`config.mk`:
```
export PLATFORM = sky130hd
export DESIGN_NAME = burst_col_gen
export DESIGN_NICKNAME = d
export VERILOG_FILES = /design/src/rtl/burst_col_gen.sv
export SDC_FILE = /design/constraint.sdc
export NUM_CORES = 1
export LEC_CHECK = 0
export BUFFER_PORTS_ARGS = -buffer_cell sky130_fd_sc_hd__buf_2
export CAP_MARGIN = 20
export CORE_ASPECT_RATIO = 1.75
export CORE_UTILIZATION = 40
export DETAILED_ROUTE_END_ITERATION = 16
export MAX_ROUTING_LAYER = met4
export PLACE_DENSITY = 0.72
export SLEW_MARGIN = 20
export SYNTH_ARGS = -nofsm -noshare
export SYNTH_HDL_FRONTEND = slang
export SYNTH_SLANG_ARGS = --single-unit
```
`constraint.sdc`:
```
create_clock -name clk -period 3.52 [get_ports clk]
set_clock_uncertainty 0.15 [all_clocks]
set_input_delay 0.704 -clock clk [delete_from_list [all_inputs] [get_ports clk]]
set_output_delay 0.704 -clock clk [all_outputs]
set_load 0.05 [all_outputs]
```
`src/rtl/burst_col_gen.sv`:
```
module burst_col_gen #(
  parameter int COL_W  = 10,
  parameter int MAX_BL = 16,
  parameter int CODE_W = 3
) (
  input  logic             clk,
  input  logic             rst_n,
  input  logic             start,
  input  logic [COL_W-1:0] start_col,
  input  logic [CODE_W-1:0] bl_code,
  input  logic             interleave,
  input  logic             stop,
  output logic [COL_W-1:0] col_even,
  output logic [COL_W-1:0] col_odd,
  output logic             valid,
  output logic             last,
  output logic             err
);
  localparam int LG_MAX = $clog2(MAX_BL);
  localparam int STEP_W = $clog2(MAX_BL / 2);

  logic              busy, ilv_q, err_q;
  logic [STEP_W-1:0] step;
  logic [CODE_W-1:0] lg;
  logic [COL_W-1:0]  base, mask, idx_e, idx_o, low_e, low_o;
  logic [STEP_W:0]   nsteps;
  logic              legal, final_step;

  assign legal      = (bl_code != '0) && (int'(bl_code) <= LG_MAX);
  assign mask       = ~({COL_W{1'b1}} << lg);
  assign nsteps     = (STEP_W+1)'(1) << (lg - CODE_W'(1));
  assign final_step = ({1'b0, step} == nsteps - (STEP_W+1)'(1));

  assign idx_e = COL_W'({step, 1'b0});
  assign idx_o = COL_W'({step, 1'b1});
  assign low_e = ilv_q ? (base ^ idx_e) : (base + idx_e);
  assign low_o = ilv_q ? (base ^ idx_o) : (base + idx_o);

  assign col_even = (base & ~mask) | (low_e & mask);
  assign col_odd  = (base & ~mask) | (low_o & mask);
  assign valid    = busy;
  assign last     = busy && final_step;
  assign err      = err_q;

  always_ff @(posedge clk or negedge rst_n) begin
    if (!rst_n) begin
      busy  <= 1'b0;
      step  <= '0;
      lg    <= '0;
      ilv_q <= 1'b0;
      base  <= '0;
      err_q <= 1'b0;
    end else begin
      err_q <= start && !legal;
      if (start) begin
        busy <= legal;
        step <= '0;
        if (legal) begin
          lg    <= bl_code;
          ilv_q <= interleave;
          base  <= (bl_code == CODE_W'(1)) ? {start_col[COL_W-1:1], 1'b0} : start_col;
        end
      end else if (stop) begin
        busy <= 1'b0;
      end else if (busy) begin
        if (final_step) busy <= 1'b0;
        else            step <= step + STEP_W'(1);
      end
    end
  end
endmodule

```
# Yosys cells after proc, flatten, opt, wreduce, memory -nomap -nowiden
# Cells that the tools add are included.
dict set report word_totals {
  out_inout_bits 23
  latch_bits 0
  ff_bits 19
  ram_bits 0
  memories 0
  wordCells 46
  rom_bits 0
  input_bits 18
}
dict set report op_classes {
  muxes 11
  n_shift 2
  n_div 0
  n_eq_ne 4
  mul 0
  addsub 5
  magnitude_cmp 1
  n_reduce_logical 8
  bitwise_logic 9
}
# cell count
set ops {}
lappend ops {{AND 10 bit} 3}
lappend ops {{adder 10 x 4 -> 10 bit} 2}
lappend ops {{2-to-1 mux 10 bit} 2}
lappend ops {{inverter 10 bit} 2}
lappend ops {{OR 10 bit} 2}
lappend ops {{XOR 10 x 4 -> 10 bit} 2}
lappend ops {{2-to-1 mux 3 bit} 4}
lappend ops {{<< shifter 10 x 3 -> 10 bit (first input constant)} 1}
lappend ops {{2-to-1 mux 1 bit} 5}
lappend ops {{== test 3 x 4 -> 1 bit} 1}
lappend ops {{inequality test 2 bit (second input constant)} 2}
lappend ops {{<< shifter 1 x 3 -> 4 bit (first input constant)} 1}
lappend ops {{subtractor 4 x 1 -> 4 bit (second input constant)} 1}
lappend ops {{adder 3 x 1 -> 3 bit (second input constant)} 1}
lappend ops {{== test 3 x 1 -> 1 bit (second input constant)} 1}
lappend ops {{less-or-equal comparator 3 bit (second input constant)} 1}
lappend ops {{logical AND 1 bit} 3}
lappend ops {{AND reduction 3 bit} 1}
lappend ops {{nonzero test 3 bit} 1}
lappend ops {{subtractor 3 x 1 -> 3 bit (second input constant)} 1}
lappend ops {{AND reduction 2 bit} 1}
lappend ops {{nonzero test 2 bit} 1}
lappend ops {{logical NOT 1 bit} 1}

# Longest topological paths before layout
# Gate-level depths: netlist (run 1).
dict set report depth {
  word_depth 8
  depth_mapped 11
  mapped_depth_nobuf 10
}

# Worst setup path after synthesis (run 1)
# Ideal clock, no wire load.
dict set report synth_path {
  path_kind {register -> output}
  start {register lg[1]}
  end {output last}
  arrival_time_ps 3470
  path_slack_ps -804
  n_path_buf 1
  path_stages_with_launch 11
  required_time_ps 2666
  path_cell_list {dfrtp_1 > clkbuf_1 > or2_2 > inv_1 > ha_1 > nand2_1 > or2_2 > ha_1 > xnor2_1 > a2111o_1 > a211oi_1}
}
dict set report synth_via {
  elab_chain_cells 5
}
# item line
set synth_rtl {}
lappend synth_rtl {{start, declared} 24} ;# logic [CODE_W-1:0] lg;
lappend synth_rtl {{start signal, assigned} 59} ;# lg <= bl_code;
lappend synth_rtl {{subtractor 3 x 1 -> 3 bit} 31} ;# assign nsteps = (STEP_W+1)'(1) << (lg - CODE_W'(1));
lappend synth_rtl {{<< shifter 1 x 3 -> 4 bit} 31}
lappend synth_rtl {{subtractor 4 x 1 -> 4 bit} 32} ;# assign final_step = ({1'b0, step} == nsteps - (STEP_W+1)'(1));
lappend synth_rtl {{== test 3 x 4 -> 1 bit} 32}
lappend synth_rtl {{logical AND 1 bit} 42} ;# assign last = busy && final_step;
lappend synth_rtl {{end, declared} 16} ;# output logic last,
# Every way passes these cells.

# Worst setup path in the final report (run 1)
# Same ends and word-level chain as after synthesis.

==> results of run 1 <==
==> power by group through the flow <==
| stage | logic (mW) | clock network [mW] | registers (mW) |
|---|---|---|---|
| after floorplan | 0.518 | 0 | 0.301 |
| after global placement | 0.612 | 0 | 0.305 |
| after detailed placement | 0.619 | 0 | 0.306 |
| after CTS | 0.636 | 0.152 | 0.302 |
| after global routing | 0.683 | 0.166 | 0.309 |
| final | 0.637 | 0.144 | 0.300 |
==> cells in the mapped netlist, drive strengths merged (2+ instances only) <==
cell,count,area (um2)
nand2b,5,31.3
o21ai,5,25.0
clkbuf,4,15.0
fa,2,40.0
mux2,13,154
and2,2,12.5
xnor2,6,52.6
nand2,9,33.8
buf,9,66.3
inv,10,37.5
xor2,7,61.3
mux2i,3,30.0
nand3b,2,15.0
ha,7,87.6
nor2,17,63.8
nor2b,4,25.0
a21oi,12,60.1
or2,3,18.8
dfrtp,19,475
==> what timing repair did <==
| item | 4_1_cts | 5_1_grt |
|---|---|---|
| cloned | 0 | 0 |
| endpoints found under the setup margin | 1 | 1 |
| gates resized for setup | 3 | 0 |
| pin swaps | 3 | 2 |
| buffers inserted | 3 | 1 |
==> final timing paths <==
path / depth (start not counted) / end / start
min reg2reg: 1 / base[9] / base[9]
min in group clk: 1 / base[9] / base[9]
min: 1 / base[4] / rst_n
max: 10 / last / lg[1]
max in group asynchronous: 1 / valid / rst_n
max reg2reg: 12 / step[0] / lg[1]
==> layer usage <==
metal | vias up | wire [um] | global-route usage [%] | part of all wire (%)
li1 | 600 | - | - | -
met1 | 558 | 1150 | 21.2 | 39
met2 | 27 | 1660 | 31.0 | 56
met3 | 6 | 85 | 1.32 | 2.9
met4 | 0 | 63 | 7.71 | 2.1
met5 | - | 0 | - | 0
==> final cells by class <==
| class | instances | area [um2] | share of cell area, % |
|---|---|---|---|
| Inverter | 10 | 37.5 | 2.08 |
| Multi-Input combinational cell | 113 | 923 | 51.1 |
| Sequential cell | 19 | 475 | 26.3 |
| Tap cell | 45 | 56.3 | 3.12 |
| Clock inverter | 1 | 5.00 | 0.277 |
| Timing Repair Buffer | 48 | 267 | 14.8 |
| Clock buffer | 3 | 41.3 | 2.29 |
==> cell usage in the layout (no fill, tap or decap), drive strengths merged, types with 2 or more instances in the layout <==
cell	n
o21ai	5
nor2	17
clkbuf	3
mux2i	3
mux2	13
nand3b	2
and2	2
or2	3
xnor2	6
nand2b	5
fa	2
inv	10
nand2	9
ha	7
nor2b	4
buf	48
dfrtp	19
a21oi	12
xor2	7
==> worst max-delay path, delay by kind of cell (launching register included) <==
kind            cells  cell delay [ns]
compound gates      2             0.61
simple gates        3             0.56
flops               1             0.37
fa+ha+maj           2             0.31
buf+inv             2             0.26
xor+xnor            1             0.16
==> state kept, by name, summed over array words and instances (netlist names) <==
register and count:
ilv_q 1, lg 3, valid 1, base 10, err 1, step 3
==> cell families (layout without fill, tap and decap cells) <==
logic type / count (synthesis) / count (layout) / share of synthesized area [%]
DFF: 19 / 19 / 32.9
AOI/OAI and AO/OA: 29 / 29 / 13.2
muxes: 16 / 16 / 12.7
and+or+nand+nor: 46 / 46 / 16.3
xor gates and xnor gates: 13 / 13 / 7.87
adders and majority gates: 9 / 9 / 8.82
buffers and inverters: 23 / 62 / 8.22
==> metrics by stage <==
stage          power, mW  setup WS (ns)  utilization, %
2_1_floorplan      0.819         0.0486               -
3_3_place_gp       0.916          0.236            50.6
3_5_place_dp       0.924          0.188            50.6
4_1_cts             1.09         0.0372            52.9
5_1_grt             1.16         0.0469            53.1
6_report            1.08          0.156            53.1
==> reports/qor.csv, run 1 <==
stage;metric;value;unit
worst_setup_path;Worst Path Arrival;2.51;ns
yosys;EDFF count, synth;0;
placed_design;gpl congestion;0.846;
power_and_ir_drop;clock share of power;13.3;%
routing;Final ANT Viol Nets;0;
timing;Slew Limit Fails;0;
yosys;Synthesized Nets;182;
layout;fin area;1810;um2
timing;hold slack;0.231;ns
timing;Worst slew margin;72.1;%
routing;Routed WL;2950;um
yosys;Syn Area/Cell;9.33;um2
power_and_ir_drop;Internal;560;uW
die;I/O Pins;41;
die;num rows;28;
layout;Non-Filler Instances;239;
timing;Tmin final;3.36;ns
power_and_ir_drop;Switching Fraction;48.3;%
power_and_ir_drop;peak supply drop;495;uV
timing;Final setup viols;0;
yosys;ys async rst share;100;%
power_and_ir_drop;PwrDens;599;nW/um2
clock_network;CTS tree;built;
layout;Filler Cell Count;348;
clock_network;clock transition at the registers of the reported paths;0.07;ns
placed_design;Cell Area, Placed;1720;um2
routing;DR WL/cell;12.4;um
grt;vias in the first global route;1134;
routing;routed via count;1191;
die;area of the core;3400;um2
grt;first-pass GRT wire length;4940;um
die;Die X;47.5;um
timing;Worst Max-Slew Pin Slew;0.419;ns
layout;antenna cells;0;
placed_design;PortBufs;40;
routing;DRT iter0 DRCs;21;
layout;area delta synth->final;24.8;%
clock_network;CTS Hold Bufs;0;
clock_network;H-tree levels;1;
yosys;post-synthesis cell type count;39;
worst_setup_path;crit-path max FO;5;
timing;Final period util;95.6;%
power_and_ir_drop;Comb power frac;58.9;%
die;die height;81.6;um
grt;antenna violations before repair;0;
timing;RSZ-0062 raised after global routing;false;
yosys;Main synth FF type;dfrtp_1;
clock_network;clk sinks;19;
hold_path;worst hold path type;input pin to async pin;
timing;Fmax;297;MHz
worst_setup_path;Setup crit start kind;flip-flop;
clock_network;root buf cell;clkbuf_8;
routing;DRC;0;
worst_setup_path;Worst path slowest cell;a2111o_1;
yosys;mapped cell area;1450;um2
timing;Final Hold Viols;0;
clock_network;CTS Buf Count;3;
clock_network;Clock Latency Late Sink;0.25;ns
clock_network;Bufs on Longest Clock Path;2;
worst_setup_path;crit end category;output port;
die;Initial Utilization;42.6;%
worst_setup_path;Worst R2R Setup Slack;0.46;ns
yosys;FF+latch count, synth;19;
die;die area;3870;um2
yosys;register area share after synthesis;32.9;%
layout;fraction of layout cells with a size suffix above 1;41.2;%
worst_setup_path;WS Path Type;flip-flop to output port;
routing;vias per cell;4.98;
power_and_ir_drop;Flop pwr share;27.8;%
yosys;Syn Inst Count;155;
power_and_ir_drop;leak pwr;0.843;nW
placed_design;Post-DP HPWL;2420;um
timing;Total Negative Setup Slacks;0;ns
worst_setup_path;worst endpoint required time;2.67;ns
power_and_ir_drop;P_sw;523;uW
status;status;finished clean;
layout;fin nets;222;
grt;GR Overflow Total;0;
placed_design;placed cells;231;
grt;pin count of the biggest net entering global routing;20;
yosys;YS warnings;0;
worst_setup_path;Largest stage delay, worst path;0.43;ns
routing;DRT Pass-1 Iters;4;
flow_run;max-cap check violation count;0;
worst_setup_path;worst-path cell chain;or2_4 > inv_2 > ha_4 > nand2_2 > or2_4 > ha_4 > xnor2_4 > a2111o_1 > a211oi_4 > buf_6;
grt;All-Layer GR Usage;18.3;%
Power figures use the tool's default switching activity.
==> run 2, diff against run 1 <==
Settings changed: PLACE_DENSITY 0.72 to 0.74, SLEW_MARGIN 20 to 15.
Clock period 3.52 ns to 3 ns, I/O delays scaled along.
==> reports/qor.csv, run 2 (synthesized netlist as in run 1, its figures left out) <==
stage;metric;value;unit;change
clock_network;CTS tree;built;;unchanged
layout;fin nets;225;;was 222
routing;routed via count;1208;;was 1,191
timing;Worst Max-Slew Pin Slew;0.402;ns;was 0.419 ns
layout;fraction of layout cells with a size suffix above 1;42.1;%;was 41.2%
timing;Worst slew margin;73.2;%;was 72.1%
die;Initial Utilization;42.6;%;unchanged
routing;DRT iter0 DRCs;11;;was 21
worst_setup_path;worst endpoint required time;2.25;ns;was 2.67 ns
layout;register bank with the most flops;base;;unchanged
layout;final core utilization;54.2;%;was 53.1%
layout;area delta synth->final;27.2;%;was 24.8%
placed_design;placed cells;237;;was 231
placed_design;PortBufs;40;;unchanged
die;Die X;47.5;um;unchanged
die;die area;3870;um2;unchanged
grt;GR Overflow Total;0;;unchanged
timing;Slew Limit Fails;0;;unchanged
layout;Top Registers;base x10, lg x3, step x3;;unchanged
clock_network;CTS Hold Bufs;0;;unchanged
power_and_ir_drop;leak pwr;0.860;nW;was 0.843 nW
grt;pin count of the biggest net entering global routing;20;;unchanged
die;die height;81.6;um;unchanged
timing;PnR worst setup slack;-0.256;ns;was 0.156 ns
timing;Final setup viols;1;;was 0
routing;DRC;0;;unchanged
timing;Final Hold Viols;0;;unchanged
layout;area of the multi-input gates;932;um2;was 923 um2
layout;Filler Cell Count;327;;was 348
placed_design;Post-Place Worst Slack;-0.0824;ns;was 0.188 ns
worst_setup_path;FF-to-FF Start;lg[0];;was lg[1]
die;area of the core;3400;um2;unchanged
timing;Fmax;307;MHz;
clock_network;clk sinks;19;;unchanged
die;I/O Pins;41;;unchanged
placed_design;Post-DP HPWL;2370;um;was 2420 um
die;num rows;28;;unchanged
layout;Non-Filler Instances;242;;was 239
flow_run;max-cap check violation count;0;;unchanged
grt;vias in the first global route;1181;;was 1,134
grt;first-pass GRT wire length;4980;um;was 4940 um
status;status;finished, violations left;;was finished clean
worst_setup_path;WS Path Type;flip-flop to output port;;unchanged
grt;antenna violations before repair;0;;unchanged
clock_network;Clock Latency Late Sink;0.24;ns;was 0.25 ns
clock_network;clock transition at the registers of the reported paths;0.07;ns;about the same
clock_network;Bufs on Longest Clock Path;2;;unchanged
layout;antenna cells;0;;unchanged
worst_setup_path;Worst Path Arrival;2.51;ns;about the same
placed_design;gpl congestion;0.839;;was 0.846
grt;All-Layer GR Usage;18.5;%;was 18.3%
worst_setup_path;crit end category;output port;;unchanged
layout;max FFs per register;10;;unchanged
routing;Routed WL;2910;um;was 2950 um
layout;leading cell types in the layout, fill and taps excluded;buf_2, dfrtp_1, nor2_1;;unchanged
power_and_ir_drop;peak supply drop;482;uV;was 495 uV
clock_network;H-tree levels;1;;unchanged
timing;Final period util;109;%;
timing;RSZ-0062 raised after global routing;true;;was false
hold_path;worst hold path type;input pin to async pin;;unchanged
layout;most common library cell in the layout ignoring fill and taps;buf_2;;unchanged
worst_setup_path;Worst Setup SP;lg[0];;was lg[1]
routing;DR WL/cell;12.0;um;was 12.4 um
clock_network;root buf cell;clkbuf_8;;unchanged
worst_setup_path;crit-path max FO;3;;was 5
worst_setup_path;Setup crit start kind;flip-flop;;unchanged
clock_network;CTS Buf Count;3;;unchanged
routing;Final ANT Viol Nets;0;;unchanged
routing;vias per cell;4.99;;was 4.98
routing;DRT Pass-1 Iters;4;;unchanged
power_and_ir_drop;PwrDens;699;nW/um2;was 599 nW/um2
status;failing checks;negative setup slack;;
layout;FF+latch area;475;um2;unchanged
timing;Tmin final;3.26;ns;
==> run 2: cell count changes in the layout (fill, tap and decap cells not counted) <==
cell	previous run	this run
buf_4	8	12
inv_4	0	1
clkbuf_1	0	1
a21oi_2	0	1
nand2_2	1	0
a21oi_1	12	11
buf_2	39	38
nand2_4	0	1
clkinv_2	1	0
inv_2	1	0
==> run 2: per-stage QoR <==
| step | TNS (ns) | power (mW) | hold slack, ns | cell area (um2) |
|---|---|---|---|---|
| after floorplan | -0.276 | 0.967 | 0.154 | 1530 |
| after global placement | -0.0503 | 1.11 | 0.362 | 1770 |
| after detailed placement | -0.0824 | 1.12 | 0.373 | 1770 |
| after CTS | -0.279 | 1.29 | 0.137 | 1820 |
| after global routing | -0.348 | 1.38 | 0.151 | 1840 |
| final | -0.256 | 1.29 | 0.123 | 1840 |
==> run 2: power breakdown <==
part	total [mW]	switching, mW	internal [mW]	leakage [nW]
clock	0.169	0.0749	0.0940	0.0228
combinational	0.769	0.491	0.278	0.604
sequential	0.347	0.0474	0.300	0.233
total	1.29	0.613	0.672	0.860
==> run 2: layout make-up <==
class                           count  share of cell area [%]
Multi-Input combinational cell    113                    50.6
Sequential cell                    19                    25.8
Timing Repair Buffer               51                    15.8
Tap cell                           45                    3.06
Clock buffer                        4                    2.45
Inverter                           10                    2.18
==> run 2: what timing repair did <==
item / in CTS / in global routing
buffers inserted: 0 / 1
gates resized for setup: 2 / 4
endpoints found under the setup margin: 1 / 2
==> run 2: critical path: stages, from the launching register on <==
cell and delay, ns:
dfrtp_1 0.37, or2_4 0.27, inv_4 0.06, ha_4 0.14
nand2_4 0.05, or2_4 0.23, ha_4 0.17, xnor2_4 0.14
a2111o_1 0.44, a211oi_4 0.19, buf_6 0.19
==> run 2: worst paths after layout <==
check,end,slack (ns),cells past startpoint
setup / recovery,last,-0.26,10
hold / removal,base[6],0.12,1
setup reg to reg,step[0],0.18,10
hold reg to reg,base[8],0.39,1
max in group asynchronous,base[9],2.29,1
min in group clk,base[8],0.39,1
==> run 2: layer usage <==
metal	GRT usage, %	routed length (um)
met2	33.2	1670
met5	-	0
met3	1.98	91
met1	19.3	1090
met4	7.71	58
==> run 3, diff against run 2 <==
Settings changed: PLACE_DENSITY 0.74 to 0.71.
==> reports/qor.csv, run 3 (synthesized netlist as in run 1, its figures left out) <==
stage;metric;value;unit;change
layout;Filler Cell Count;325;;was 327
grt;global routing's busiest layer;met2;;unchanged
placed_design;PortBufs;40;;unchanged
worst_setup_path;Worst Path Arrival;2.51;ns;about the same
clock_network;Clock Latency Late Sink;0.25;ns;was 0.24 ns
timing;Final Hold Viols;0;;unchanged
grt;GR Overflow Total;0;;unchanged
worst_setup_path;FF-to-FF Start;lg[1];;was lg[0]
timing;Tmin final;3.26;ns;about the same
layout;max FFs per register;10;;unchanged
routing;Final ANT Viol Nets;0;;unchanged
worst_setup_path;largest delay contributor family on the critical path;compound AO/OA/AOI/OAI gates;;unchanged
layout;final core utilization;55.0;%;was 54.2%
grt;met3 Usage GRT;1.76;%;was 1.98%
grt;All-Layer GR Usage;20.5;%;was 18.5%
clock_network;CTS Buf Count;3;;unchanged
worst_setup_path;crit end category;output port;;unchanged
status;failing checks;negative setup slack;;unchanged
clock_network;root buf cell;clkbuf_8;;unchanged
layout;fin nets;228;;was 225
die;Die X;47.5;um;unchanged
clock_network;clk sinks;19;;unchanged
power_and_ir_drop;peak supply drop;401;uV;was 482 uV
layout;fraction of layout cells with a size suffix above 1;42.5;%;was 42.1%
worst_setup_path;critical path buffer and inverter count;2;;unchanged
flow_run;max-cap check violation count;0;;unchanged
grt;grt met2 use;35.6;%;was 33.2%
clock_network;Bufs on Longest Clock Path;2;;unchanged
worst_setup_path;WS Path Type;flip-flop to output port;;unchanged
placed_design;Post-Place Worst Slack;-0.107;ns;was -0.0824 ns
worst_setup_path;Largest stage delay, worst path;0.43;ns;was 0.44 ns
power_and_ir_drop;leak pwr;0.874;nW;was 0.860 nW
worst_setup_path;Worst path slowest cell;a2111o_1;;unchanged
timing;RSZ-0062 raised after global routing;true;;unchanged
worst_setup_path;crit-path max FO;3;;unchanged
layout;antenna cells;0;;unchanged
placed_design;gpl congestion;0.932;;was 0.839
routing;vias per cell;5.08;;was 4.99
timing;Final period util;109;%;about the same
layout;most common library cell in the layout ignoring fill and taps;buf_2;;unchanged
die;num rows;28;;unchanged
worst_setup_path;worst endpoint required time;2.25;ns;about the same
routing;DRT iter0 DRCs;34;;was 11
routing;DRT Pass-1 Iters;5;;was 4
clock_network;H-tree levels;1;;unchanged
timing;Worst Max-Slew Pin Slew;0.420;ns;was 0.402 ns
timing;Final setup viols;1;;unchanged
layout;leading cell types in the layout, fill and taps excluded;buf_2, dfrtp_1, nor2_1;;unchanged
worst_setup_path;Worst Setup SP;lg[1];;was lg[0]
grt;first-pass GRT wire length;5460;um;was 4980 um
routing;routed via count;1245;;was 1,208
layout;Top Registers;base x10, lg x3, step x3;;unchanged
power_and_ir_drop;PwrDens;711;nW/um2;was 699 nW/um2
worst_setup_path;Setup crit start kind;flip-flop;;unchanged
worst_setup_path;worst-path cell chain;or2_4 > inv_4 > ha_4 > nand2_4 > or2_4 > ha_4 > xnor2_4 > a2111o_1 > a211oi_4 > buf_6;;unchanged
layout;area delta synth->final;29.3;%;was 27.2%
timing;Slew Limit Fails;0;;unchanged
layout;register bank with the most flops;base;;unchanged
grt;pin count of the biggest net entering global routing;20;;unchanged
die;I/O Pins;41;;unchanged
timing;Fmax;307;MHz;about the same
grt;vias in the first global route;1280;;was 1,181
grt;GR Layer Usage met1;21.9;%;was 19.3%
grt;antenna violations before repair;0;;unchanged
timing;PnR worst setup slack;-0.258;ns;was -0.256 ns
die;Initial Utilization;42.6;%;unchanged
die;area of the core;3400;um2;unchanged
hold_path;worst hold path type;input pin to async pin;;unchanged
routing;DR WL/cell;13.5;um;was 12.0 um
die;die area;3870;um2;unchanged
routing;DRC;0;;unchanged
status;status;finished, violations left;;unchanged
timing;Worst slew margin;72.0;%;was 73.2%
clock_network;CTS Hold Bufs;0;;unchanged
clock_network;CTS tree;built;;unchanged
die;die height;81.6;um;unchanged
placed_design;Post-DP HPWL;2690;um;was 2370 um
routing;Routed WL;3310;um;was 2910 um
clock_network;clock transition at the registers of the reported paths;0.07;ns;about the same
-- run 3: metal layers --
metal / share of wire [%] / wire length, um / up-vias
met3: 3.1 / 104 / 7
met1: 37 / 1230 / 586
li1: - / - / 613
met2: 58 / 1910 / 39
met5: 0 / 0 / -
met4: 2.2 / 72 / 0
-- run 3: path summary, 6_finish.rpt --
check                           to  slack, ns  depth (start not counted)
min in group clk           base[8]       0.39                          1
min reg2reg                base[8]       0.39                          1
max                           last      -0.26                         10
max reg2reg                step[0]       0.08                         11
min                        base[4]       0.12                          1
max in group asynchronous    valid       2.29                          1
-- run 3: final cells by class --
| type | instances | area (um2) | share of cell area, % |
|---|---|---|---|
| multi-input combinational | 113 | 940 | 50.2 |
| sequential | 19 | 475 | 25.4 |
| timing repair buffer | 54 | 314 | 16.8 |
| tap | 45 | 56.3 | 3.01 |
| clock buffer | 4 | 45.0 | 2.41 |
| inverter | 10 | 40.0 | 2.14 |
-- run 3: worst reg2reg max path, delay by kind of cell (launching register included) --
kind,cells,cell delay [ns]
DFF,1,0.38
muxes,1,0.32
and+or+nand+nor,3,0.58
adders and majority gates,2,0.33
AOI/OAI and AO/OA,2,0.71
buffers and inverters,2,0.23
xor gates and xnor gates,1,0.12
-- run 3: what timing repair did --
| item | 4_1_cts | 5_1_grt |
|---|---|---|
| hold endpoints to repair | 0 | 0 |
| buffers inserted | 2 | 2 |
| pin swaps | 2 | 8 |
| setup endpoints to repair | 1 | 3 |
| gates resized for setup | 3 | 2 |
-- run 3: stage by stage --
stage / setup TNS [ns] / instance area, um2 / instances / hold WS, ns / power (mW)
after floorplan: -0.276 / 1530 / 155 / 0.154 / 0.967
after global placement: -0.0527 / 1770 / 237 / 0.355 / 1.10
after detailed placement: -0.107 / 1770 / 237 / 0.371 / 1.13
after CTS: -0.302 / 1850 / 243 / 0.134 / 1.33
after global routing: -0.337 / 1870 / 245 / 0.154 / 1.40
final: -0.258 / 1870 / 245 / 0.120 / 1.33
-- run 3: where the power goes --
group	switching, mW	total, mW	internal [mW]
registers	0.0501	0.350	0.300
logic	0.509	0.805	0.296
clock network	0.0815	0.176	0.0944
total	0.641	1.33	0.690
